**src/rtl/dmaregs_pkg.sv**
```systemverilog
package dmaregs_pkg;
  localparam int REG_W  = 32;
  localparam int HALF_W = 16;
  localparam int OP_W   = 16;

  localparam logic [1:0] SZ_BYTE = 2'd0;
  localparam logic [1:0] SZ_HALF = 2'd1;
  localparam logic [1:0] SZ_WORD = 2'd2;

  localparam int DONE_BIT = 1;

  typedef enum logic [2:0] {
    SEL_SRC, SEL_DST, SEL_CNT, SEL_CTL, SEL_OPR, SEL_NONE
  } regSel_e;

  typedef enum logic [1:0] {
    LANE_ALL, LANE_LO, LANE_HI
  } lane_e;

  // strobes from control to datapath
  typedef struct packed {
    logic    wrEn;
    logic    rdEn;
    regSel_e sel;
    lane_e   lane;
  } strobe_t;
endpackage

```
**src/rtl/dmaregs_ctrl.sv**
```systemverilog
module dmaregs_ctrl
  import dmaregs_pkg::*;
#(
  parameter int ADDR_W   = 5,
  parameter int WORD_CYC = 3,
  parameter int LONG_CYC = 6
) (
  input  logic              clk,
  input  logic              rstN,
  input  logic              busReq,
  input  logic              busWr,
  input  logic [1:0]        busSize,
  input  logic [ADDR_W-1:0] busAddr,
  input  logic [REG_W-1:0]  busWdata,
  input  logic [REG_W-1:0]  rdBack,
  output logic [REG_W-1:0]  busRdata,
  output logic              busReady,
  output logic              accessErr,
  output strobe_t           strb,
  output logic [REG_W-1:0]  wdLatched
);
  localparam int CNT_W = $clog2(LONG_CYC);
  localparam int IDX_W = ADDR_W - 2;
  localparam logic [CNT_W-1:0] LAST_WORD = CNT_W'(WORD_CYC - 2);
  localparam logic [CNT_W-1:0] LAST_LONG = CNT_W'(LONG_CYC - 2);
  localparam logic [IDX_W-1:0] IDX_SRC = IDX_W'(0);
  localparam logic [IDX_W-1:0] IDX_DST = IDX_W'(1);
  localparam logic [IDX_W-1:0] IDX_CNT = IDX_W'(2);
  localparam logic [IDX_W-1:0] IDX_CTL = IDX_W'(3);
  localparam logic [IDX_W-1:0] IDX_OPR = IDX_W'(4);

  logic             busy, wrQ, okQ;
  logic [CNT_W-1:0] cycCnt, lastQ;
  regSel_e          selQ, selD;
  lane_e            laneQ, laneD;
  logic             okD;
  logic [IDX_W-1:0] wordIdx;

  assign wordIdx = busAddr[ADDR_W-1:2];

  // decode of size and offset into register select and lane
  always_comb begin
    selD  = SEL_NONE;
    laneD = LANE_ALL;
    okD   = 1'b0;
    unique case (busSize)
      SZ_WORD: if (busAddr[1:0] == 2'b00) begin
        okD = 1'b1;
        case (wordIdx)
          IDX_SRC: selD = SEL_SRC;
          IDX_DST: selD = SEL_DST;
          IDX_CNT: selD = SEL_CNT;
          IDX_CTL: selD = SEL_CTL;
          default: okD = 1'b0;
        endcase
      end
      SZ_HALF: if (!busAddr[0]) begin
        laneD = busAddr[1] ? LANE_HI : LANE_LO;
        okD   = 1'b1;
        case (wordIdx)
          IDX_SRC: selD = SEL_SRC;
          IDX_DST: selD = SEL_DST;
          IDX_CTL: selD = SEL_CTL;
          IDX_OPR: begin
            selD  = SEL_OPR;
            laneD = LANE_ALL;
            okD   = !busAddr[1];
          end
          default: okD = 1'b0;
        endcase
      end
      SZ_BYTE: if (wordIdx == IDX_OPR && !busAddr[1]) begin
        selD  = SEL_OPR;
        laneD = busAddr[0] ? LANE_HI : LANE_LO;
        okD   = 1'b1;
      end
      default: okD = 1'b0;
    endcase
  end

  always_ff @(posedge clk) begin
    if (!rstN) begin
      busy      <= 1'b0;
      cycCnt    <= '0;
      lastQ     <= '0;
      wrQ       <= 1'b0;
      okQ       <= 1'b0;
      selQ      <= SEL_NONE;
      laneQ     <= LANE_ALL;
      wdLatched <= '0;
    end else if (!busy) begin
      if (busReq) begin
        busy      <= 1'b1;
        cycCnt    <= '0;
        lastQ     <= (busSize == SZ_WORD) ? LAST_LONG : LAST_WORD;
        wrQ       <= busWr;
        okQ       <= okD;
        selQ      <= okD ? selD : SEL_NONE;
        laneQ     <= laneD;
        wdLatched <= busWdata;
      end
    end else if (busReady) begin
      busy <= 1'b0;
    end else begin
      cycCnt <= cycCnt + 1'b1;
    end
  end

  assign busReady  = busy && (cycCnt == lastQ);
  assign accessErr = busReady && !okQ;
  assign strb.wrEn = busReady && okQ && wrQ;
  assign strb.rdEn = busReady && okQ && !wrQ;
  assign strb.sel  = selQ;
  assign strb.lane = laneQ;
  assign busRdata  = strb.rdEn ? rdBack : '0;
endmodule

```
**src/rtl/dmaregs_dp.sv**
```systemverilog
module dmaregs_dp
  import dmaregs_pkg::*;
#(
  parameter int CNT_W = 24
) (
  input  logic              clk,
  input  logic              rstN,
  input  strobe_t           strb,
  input  logic [REG_W-1:0]  wd,
  input  logic              engSrcInc,
  input  logic              engDstInc,
  input  logic              engCntDec,
  input  logic              engDoneSet,
  input  logic              engErrSet,
  input  logic              engAbortSet,
  output logic [REG_W-1:0]  rdBack,
  output logic [REG_W-1:0]  srcAddr,
  output logic [REG_W-1:0]  dstAddr,
  output logic [CNT_W-1:0]  xferCount,
  output logic [REG_W-1:0]  chanCtrl,
  output logic [OP_W-1:0]   opReg
);
  localparam int NUM_ADDR = 2;
  localparam int NUM_FLAG = 2;
  localparam int FLAG_LSB = 1;

  function automatic logic [REG_W-1:0] mergeHalf(logic [REG_W-1:0] old,
                                                 logic [REG_W-1:0] nw, lane_e ln);
    case (ln)
      LANE_LO: mergeHalf = {old[REG_W-1:HALF_W], nw[HALF_W-1:0]};
      LANE_HI: mergeHalf = {nw[HALF_W-1:0], old[HALF_W-1:0]};
      default: mergeHalf = nw;
    endcase
  endfunction

  function automatic logic [REG_W-1:0] readHalf(logic [REG_W-1:0] v, lane_e ln);
    case (ln)
      LANE_LO: readHalf = {{HALF_W{1'b0}}, v[HALF_W-1:0]};
      LANE_HI: readHalf = {{HALF_W{1'b0}}, v[REG_W-1:HALF_W]};
      default: readHalf = v;
    endcase
  endfunction

  logic [REG_W-1:0] addrQ [NUM_ADDR];
  logic [CNT_W-1:0] cntQ;
  logic [REG_W-1:0] ctlQ, ctlNext;
  logic [OP_W-1:0]  opQ, opMerged, opNext;
  logic [REG_W-1:0] step;
  logic             doneArm, doneNext, cntHitZero;
  logic             ctlWr, ctlRd, opWr, opRd, coversLow;
  logic [NUM_FLAG-1:0] flagNext, flagHw;

  assign coversLow = (strb.lane != LANE_HI);
  assign ctlWr = strb.wrEn && strb.sel == SEL_CTL;
  assign ctlRd = strb.rdEn && strb.sel == SEL_CTL;
  assign opWr  = strb.wrEn && strb.sel == SEL_OPR;
  assign opRd  = strb.rdEn && strb.sel == SEL_OPR;

  always_comb begin
    case (ctlQ[3:2])
      2'd0:    step = REG_W'(1);
      2'd1:    step = REG_W'(2);
      default: step = REG_W'(4);
    endcase
  end

  // source and destination address counters
  generate
    for (genvar g = 0; g < NUM_ADDR; g++) begin : gAddr
      localparam regSel_e MY_SEL = (g == 0) ? SEL_SRC : SEL_DST;
      logic incPulse;
      assign incPulse = (g == 0) ? engSrcInc : engDstInc;
      always_ff @(posedge clk) begin
        if (strb.wrEn && strb.sel == MY_SEL)
          addrQ[g] <= mergeHalf(addrQ[g], wd, strb.lane);
        else if (incPulse)
          addrQ[g] <= addrQ[g] + step;
      end
    end
  endgenerate

  // transfer count
  assign cntHitZero = engCntDec && (cntQ == '0);
  always_ff @(posedge clk) begin
    if (strb.wrEn && strb.sel == SEL_CNT)
      cntQ <= wd[CNT_W-1:0];
    else if (engCntDec && cntQ != '0)
      cntQ <= cntQ - 1'b1;
  end

  // control word and done flag
  always_comb begin
    doneNext = ctlQ[DONE_BIT];
    if (ctlWr && coversLow && !wd[DONE_BIT] && doneArm) doneNext = 1'b0;
    if (engDoneSet || cntHitZero) doneNext = 1'b1;
    ctlNext = ctlWr ? mergeHalf(ctlQ, wd, strb.lane) : ctlQ;
    ctlNext[DONE_BIT] = doneNext;
  end

  always_ff @(posedge clk) begin
    if (!rstN) begin
      ctlQ    <= '0;
      doneArm <= 1'b0;
    end else begin
      ctlQ <= ctlNext;
      if (ctlWr)                              doneArm <= 1'b0;
      else if (ctlRd && coversLow && ctlQ[DONE_BIT]) doneArm <= 1'b1;
    end
  end

  // shared operation register with two clearable flags
  assign flagHw = {engErrSet, engAbortSet};

  always_comb begin
    case (strb.lane)
      LANE_LO: opMerged = {opQ[OP_W-1:8], wd[7:0]};
      LANE_HI: opMerged = {wd[7:0], opQ[7:0]};
      default: opMerged = wd[OP_W-1:0];
    endcase
  end

  generate
    for (genvar f = 0; f < NUM_FLAG; f++) begin : gFlag
      localparam int BITPOS = FLAG_LSB + f;
      logic arm, nxt;
      always_comb begin
        nxt = opQ[BITPOS];
        if (opWr && coversLow && !wd[BITPOS] && arm) nxt = 1'b0;
        if (flagHw[f]) nxt = 1'b1;
      end
      assign flagNext[f] = nxt;
      always_ff @(posedge clk) begin
        if (!rstN)                                   arm <= 1'b0;
        else if (opWr)                               arm <= 1'b0;
        else if (opRd && coversLow && opQ[BITPOS])   arm <= 1'b1;
      end
    end
  endgenerate

  always_comb begin
    opNext = opWr ? opMerged : opQ;
    opNext[FLAG_LSB +: NUM_FLAG] = flagNext;
  end

  always_ff @(posedge clk) begin
    if (!rstN) opQ <= '0;
    else       opQ <= opNext;
  end

  // read-back mux
  always_comb begin
    case (strb.sel)
      SEL_SRC: rdBack = readHalf(addrQ[0], strb.lane);
      SEL_DST: rdBack = readHalf(addrQ[1], strb.lane);
      SEL_CNT: rdBack = {{(REG_W-CNT_W){1'b0}}, cntQ};
      SEL_CTL: rdBack = readHalf(ctlQ, strb.lane);
      SEL_OPR: begin
        case (strb.lane)
          LANE_LO: rdBack = {{(REG_W-8){1'b0}}, opQ[7:0]};
          LANE_HI: rdBack = {{(REG_W-8){1'b0}}, opQ[OP_W-1:8]};
          default: rdBack = {{(REG_W-OP_W){1'b0}}, opQ};
        endcase
      end
      default: rdBack = '0;
    endcase
  end

  assign srcAddr   = addrQ[0];
  assign dstAddr   = addrQ[1];
  assign xferCount = cntQ;
  assign chanCtrl  = ctlQ;
  assign opReg     = opQ;
endmodule

```
**src/rtl/dma_chan_regs.sv**
```systemverilog
module dma_chan_regs
  import dmaregs_pkg::*;
#(
  parameter int ADDR_W   = 5,
  parameter int CNT_W    = 24,
  parameter int WORD_CYC = 3,
  parameter int LONG_CYC = 6
) (
  input  logic              clk,
  input  logic              rstN,
  input  logic              busReq,
  input  logic              busWr,
  input  logic [1:0]        busSize,
  input  logic [ADDR_W-1:0] busAddr,
  input  logic [31:0]       busWdata,
  output logic [31:0]       busRdata,
  output logic              busReady,
  output logic              accessErr,
  input  logic              engSrcInc,
  input  logic              engDstInc,
  input  logic              engCntDec,
  input  logic              engDoneSet,
  input  logic              engErrSet,
  input  logic              engAbortSet,
  output logic [31:0]       srcAddr,
  output logic [31:0]       dstAddr,
  output logic [CNT_W-1:0]  xferCount,
  output logic [31:0]       chanCtrl,
  output logic [15:0]       opReg
);
  strobe_t          strb;
  logic [REG_W-1:0] wdLatched, rdBack;

  dmaregs_ctrl #(.ADDR_W(ADDR_W), .WORD_CYC(WORD_CYC), .LONG_CYC(LONG_CYC)) u_ctrl (
    .clk(clk), .rstN(rstN), .busReq(busReq), .busWr(busWr), .busSize(busSize),
    .busAddr(busAddr), .busWdata(busWdata), .rdBack(rdBack), .busRdata(busRdata),
    .busReady(busReady), .accessErr(accessErr), .strb(strb), .wdLatched(wdLatched)
  );

  dmaregs_dp #(.CNT_W(CNT_W)) u_dp (
    .clk(clk), .rstN(rstN), .strb(strb), .wd(wdLatched),
    .engSrcInc(engSrcInc), .engDstInc(engDstInc), .engCntDec(engCntDec),
    .engDoneSet(engDoneSet), .engErrSet(engErrSet), .engAbortSet(engAbortSet),
    .rdBack(rdBack), .srcAddr(srcAddr), .dstAddr(dstAddr), .xferCount(xferCount),
    .chanCtrl(chanCtrl), .opReg(opReg)
  );
endmodule

```
**config.mk**
```make
export PLATFORM = sky130hd
export DESIGN_NAME = dma_chan_regs
export DESIGN_NICKNAME = d
export VERILOG_FILES = /design/src/rtl/dmaregs_pkg.sv /design/src/rtl/dmaregs_ctrl.sv /design/src/rtl/dmaregs_dp.sv /design/src/rtl/dma_chan_regs.sv
export SDC_FILE = /design/constraint.sdc
export NUM_CORES = 1
export LEC_CHECK = 0
export ABC_AREA = 1
export BUFFER_PORTS_ARGS = -buffer_cell sky130_fd_sc_hd__buf_2
export CAP_MARGIN = 25
export CORE_MARGIN = 2
export CORE_UTILIZATION = 50
export DETAILED_ROUTE_END_ITERATION = 10
export GPL_TIMING_DRIVEN = 1
export PLACE_DENSITY_LB_ADDON = 0.15
export SKIP_CTS_REPAIR_TIMING = 1
export SLEW_MARGIN = 20
export SYNTH_ARGS = -nofsm -noshare
export SYNTH_HDL_FRONTEND = slang
export SYNTH_SLANG_ARGS = --single-unit
```
**constraint.sdc**
```tcl
create_clock -name clk -period 4.5 [get_ports clk]
set_input_delay 0.9 -clock clk [delete_from_list [all_inputs] [get_ports clk]]
set_output_delay 0.9 -clock clk [all_outputs]
set_load 0.01 [all_outputs]
```
# Yosys cells after proc, flatten, opt, wreduce, memory -nomap -nowiden
# Memories as Yosys holds them, arrays and structs flattened.
# Cells that the tools add are included.
totals:
  reg_bits: 121
  mem_bits_rw: 64
  out_inout_bits: 170
  word_cells: 161
  memories: 1
mem_list:
  columns: ["name", "depth", "word_bits", "read_ports", "rd_clocked_by_memory_dff", "write_ports", "line", "source"]
  rows:
  - ["u_dp.addrQ", 2, 32, 2, 0, 2, "dmaregs_dp.sv:44", "logic [REG_W-1:0] addrQ [NUM_ADDR];"]
classes:
  addsub: 4
  n_eq_ne: 16
  n_mux: 59
  bitwise: 6
  reduce_logical: 56
ops:
  columns: ["op", "count"]
  rows:
  - ["$pmux 32 s2", 6]
  - ["$mux 32", 5]
  - ["$pmux 32 s5", 1]
  - ["$add 32x3->32", 2]
  - ["$pmux 16 s2", 2]
  - ["$mux 24", 2]
  - ["$logic_and 1x1->1", 28]
  - ["$logic_not 24->1", 1]
  - ["$mux 1", 24]
  - ["$pmux 3 s4", 2]
  - ["$reduce_bool 24->1", 1]
  - ["$sub 24x1->24 const B", 1]
  - ["$mux 3", 7]
  - ["$eq 3x2->1 const B", 4]
  - ["$reduce_and 2->1", 6]
  - ["$mux 2", 5]
  - ["$reduce_bool 2->1", 5]
  - ["$pmux 3 s3", 1]
  - ["$eq 2x1->1 const B", 3]
  - ["$eq 3x1->1 const B", 2]
  - ["$eq 3x3->1 const B", 2]
  - ["$logic_not 2->1", 3]
  - ["$logic_not 3->1", 2]
  - ["$pmux 3 s2", 1]
  - ["other kinds (14)", 25]

# Depth between registers and ports, before layout
logic_depth:
  word_depth: 10
  depth_mapped: 16

# Hierarchy
# From an unflattened synthesis, not the netlist that was laid out.
hier_totals:
  hier_cells: 1791
  hier_area_um2: 11984.0
by_module_without_submodules:
  columns: ["mod", "instances", "cells_per_inst", "area_per_inst_um2", "seq_area_each_um2"]
  rows:
  - ["dmaregs_dp", 1, 1456, 9824.4, 3663.5]
  - ["dmaregs_ctrl", 1, 335, 2159.6, 900.9]

# Least setup slack after synthesis
# OpenSTA, ideal clock, no wires.
synth_timing:
  path_kind: "reg-to-output"
  startpoint: "register u_ctrl.laneQ[0]"
  endpoint: "output busRdata[12]"
  arrival_time_ps: 1794
  required_time_ps: 3600
  setup_slack_ps: 1806
  stages_incl_launch_ff: 10
  path_cell_list: "dfxtp_1 inv_1 ha_1 clkbuf_1 nor2_1 inv_1 buf_2 buf_2 o21ai_0 a21oi_1"
synth_between:
  elab_chain_cells: 4
  word_cells_on_any_way: 8
  classes_between: "eq/ne: 2; mux: 6"
synth_rtl:
  columns: ["element", "line", "source"]
  rows:
  - ["start: declaration", "dmaregs_ctrl.sv:35", "lane_e laneQ, laneD;"]
  - ["start signal: assignment", "dmaregs_ctrl.sv:99", "laneQ <= laneD;"]
  - ["$eq 2x2->1 or $eq 2x1->1 (tied branches)", "dmaregs_dp.sv:37, dmaregs_dp.sv:158", null]
  - ["$pmux 16 s2 or $pmux 32 s2 (tied branches)", "dmaregs_dp.sv:158, dmaregs_dp.sv:37", null]
  - ["$pmux 32 s5 *", "dmaregs_dp.sv:152", "case (strb.sel)"]
  - ["$mux 32 *", "dmaregs_ctrl.sv:115", "assign busRdata = strb.rdEn ? rdBack : '0;"]
  - ["end: declaration", "dma_chan_regs.sv:16", "output logic [31:0] busRdata,"]
# Every way passes the cells marked *; elsewhere a longest branch is shown, timed or not.

# Worst setup path in the final report
layout_timing:
  startpoint: "register u_ctrl.laneQ[1]"
  endpoint: "output busRdata[4]"
# Same word-level chain as after synthesis.

==> flow_metrics.env <==
export IMPL_status="finished, final reports clean"
export IMPL_p_switching_mw=1.25
export IMPL_cts_root_buf="clkbuf_16"
export IMPL_critPathTopFamily="buffers and inverters"
export IMPL_pwr_share_clk_pct=37.0
export IMPL_min_path_type="flop to flop"
export IMPL_drc=0
export IMPL_critPathMaxStageDelay_ns=0.64
export IMPL_crit_buf_inv=4
export IMPL_synth_area_sq_um=11300
export IMPL_p_per_area_nw_per_um2=313
export IMPL_initial_core_util_pct=50.4
export IMPL_timing_fmax_mhz=264
export IMPL_syn_nets=1681
export IMPL_die_area_sq_um=23900
export IMPL_skew_ns=0.0122
export IMPL_firstDrtPassIters=7
export IMPL_ys_seq_elements=184
export IMPL_syn_to_final_growth_pct=16.1
export IMPL_grt_pass1_vias=10610
export IMPL_power_static_leakage_nw=5.76
export IMPL_cp_cell_sequence="inv_1, ha_1, nor2_1, buf_4, inv_1, nand2_1, a21oi_1, a21oi_1, a31oi_1, buf_2"
export IMPL_crit_path_end_kind="primary output"
export IMPL_start_kind="flop"
export IMPL_drtIter0Drc=1394
export IMPL_clk_pin_slew_ns=0.07
export IMPL_port_buffers=218
export IMPL_die_y_um=154
export IMPL_final_max_slew_viol_count=0
export IMPL_setup_viol=0
export IMPL_placed_area_sq_um=12600
export IMPL_dp_hpwl_um=34500
export IMPL_layout_drive_gt1_share_pct=15.9
export IMPL_wl_um=44200
export IMPL_yosysSeqAreaShare_pct=40.3
export IMPL_crit_arrival_ns=2.89
export IMPL_vias_per_cell=5.76
export IMPL_design_core_area_sq_um=22400
export IMPL_postSynthAreaPerCell_sq_um=6.99
export IMPL_fill_cells=2234
export IMPL_netSwitchingFraction_pct=30.5
export IMPL_tightest_slew_ns=0.890
export IMPL_period_needed_ns=3.79
export IMPL_cts_buffers_inserted=17
export IMPL_rows=55
export IMPL_synth_cells=1619
export IMPL_seqPwrFrac_pct=48.7
export IMPL_cts_path_max_buffers=2
export IMPL_grt_max_degree=64
export IMPL_timing_hold_ws_ns=0.463
export IMPL_grtUsageTotal_pct=36.5
export IMPL_wire_per_inst_um=21.0
export IMPL_finalHoldViolations=0
export IMPL_antenna_found_initial=1
export IMPL_synth_warnings=0
export IMPL_dieWidth_um=154
export IMPL_synth_cell_type_count=44
export IMPL_path_max_fanout=31
export IMPL_worstSkewPairLatency_ns=0.44
export IMPL_antennaDiodeCount=0
export IMPL_drv_cap=0
export IMPL_vdd_ir_drop_max_uv=219
export IMPL_multi_input_area_sq_um=5650
export IMPL_dr_total_vias=12135
export IMPL_internal_power_mw=2.86
export IMPL_finalCritPeriodShare_pct=84.3
export IMPL_overflow=0
export IMPL_grt_setup_unrepaired="false"
export IMPL_required_ns=3.60
export IMPL_path_class="flop to primary output"
export IMPL_ant_nets=0
export IMPL_cp_slowest_cell="inv_1"
export IMPL_h_tree_depth=4
export IMPL_cts_tree="done"
export IMPL_seq_area_sq_um=4560
export IMPL_routabilityCongestion=1.02
export IMPL_combPwrFrac_pct=14.3
export IMPL_cts_sinks=184
export IMPL_io_pins=219
export IMPL_fin_area_sq_um=13100
export IMPL_final_setup_tns_ns=0
export IMPL_nets=1870
export IMPL_relSlewSlack_pct=40.7
export IMPL_grt_pass1_wl_um=65400
layout make-up:
cell class / count / area share [%]
Multi-Input combinational cell: 1165 / 43.0
Sequential cell: 184 / 34.7
Clock inverter: 9 / 0.600
Inverter: 207 / 5.92
Tap cell: 285 / 2.71
Timing Repair Buffer: 233 / 9.18
Clock buffer: 23 / 3.81
stage by stage:
stage          instances  setup slack (ns)  power [mW]  util, %
2_1_floorplan       1619              1.81        2.34        -
3_3_place_gp        2074              1.30        2.61     56.0
3_5_place_dp        2074              1.21        2.62     56.0
4_1_cts             2106             0.748        4.11     58.5
5_1_grt             2106             0.483        4.25     58.5
6_report            2106             0.706        4.11     58.5
routing by layer:
metal	track usage (%)	wire, um	up-vias
met1	53.2	18800	5561
met4	12.9	1620	2
li1	-	-	5689
met5	0	13	-
met2	54.4	18900	779
met3	6.42	4900	104
logic make-up (layout without fill, tap and decap cells):
group / count (synthesis) / after routing / share of synthesized area [%]
buffers and inverters: 270 / 472 / 9.75
adder cells (fa/ha/maj): 13 / 13 / 1.57
AO/OA/AOI/OAI: 352 / 352 / 16.9
XOR/XNOR: 54 / 54 / 4.18
flip-flops: 184 / 184 / 40.3
AND/OR/NAND/NOR: 746 / 746 / 27.3
worst min-delay path, stage by stage (launching register included):
cell and delay (ns):
dfxtp_1 0.32, inv_1 0.05, a21oi_1 0.05
layout by cell type (no fill, tap or decap), drive strengths merged, types with 3 or more instances in the layout:
cell and count:
buf 233, a22oi 5, nand2 420, nand3 50
nand4 17, a31oi 11, edfxtp 88, nor3 48
o32ai 3, nor2 205, inv 211, o22ai 16
clkbuf 23, ha 11, o221ai 11, o21ai 161
dfxtp 96, o211ai 7, a21boi 7, xnor2 5
clkinv 5, a21oi 128, xor2 49
path summary, 6_finish.rpt:
path	from	to	slack, ns	depth (start not counted)
worst max-delay path	u_ctrl.laneQ[1]	busRdata[4]	0.71	10
worst min-delay path	u_dp.gFlag[0].arm	u_dp.gFlag[0].arm	0.46	2
worst max register to register	u_dp.chanCtrl[3]	u_dp.addrQ[0][24]	1.50	14
worst min register to register	u_dp.gFlag[0].arm	u_dp.gFlag[0].arm	0.46	2
synthesized netlist by cell type:
cell,instances,area share (%)
nand3_2,2,0.18
o31ai_1,2,0.13
nor3b_1,2,0.13
buf_2,20,0.88
nor2_2,4,0.22
dfxtp_1,96,17
or2_2,2,0.11
clkbuf_2,1,0.044
o32ai_1,3,0.23
o21ai_2,1,0.077
inv_2,5,0.17
ha_1,11,1.2
nand3_1,48,2.1
nand2_1,412,14
nand4_1,16,0.88
xnor2_1,5,0.39
a21boi_0,7,0.46
nor2_8,2,0.35
xor2_1,49,3.8
nor3_1,47,2.1
o22ai_1,16,0.88
nor2_4,1,0.099
a22oi_1,5,0.33
buf_4,3,0.20
a21oi_1,128,5.7
o211ai_1,7,0.46
edfxtp_1,88,23
buf_6,7,0.70
nand4_4,1,0.19
nand2_4,1,0.099
nor2_1,198,6.6
o21ai_1,56,2.5
clkinv_1,2,0.066
buf_1,2,0.066
nand2_2,7,0.39
nor3_2,1,0.088
a31oi_1,11,0.61
o221ai_1,11,0.85
nand3b_1,2,0.13
fa_1,2,0.35
inv_1,200,6.6
clkbuf_1,30,1.0
a41oi_1,1,0.077
o21ai_0,104,4.6
power groups by stage:
stage	clock network [mW]	logic (mW)	registers (mW)
finish	1.52	0.588	2.00
detailed placement	0	0.579	2.04
CTS	1.53	0.582	2.00
floorplan	0	0.331	2.01
global route	1.59	0.650	2.01
global placement	0	0.571	2.04
sequential cells by signal (all words and copies together), names as in the netlist, 2 cells and up:
name / cells
u_dp.addrQ: 64
u_ctrl.wdLatched: 32
u_dp.chanCtrl: 32
u_dp.xferCount: 24
u_dp.opReg: 16
u_ctrl.cycCnt: 3
u_ctrl.selQ: 3
u_ctrl.laneQ: 2
u_ctrl.lastQ: 2
u_dp.gFlag.arm: 2
No activity file was read; power rests on OpenSTA's default activity.
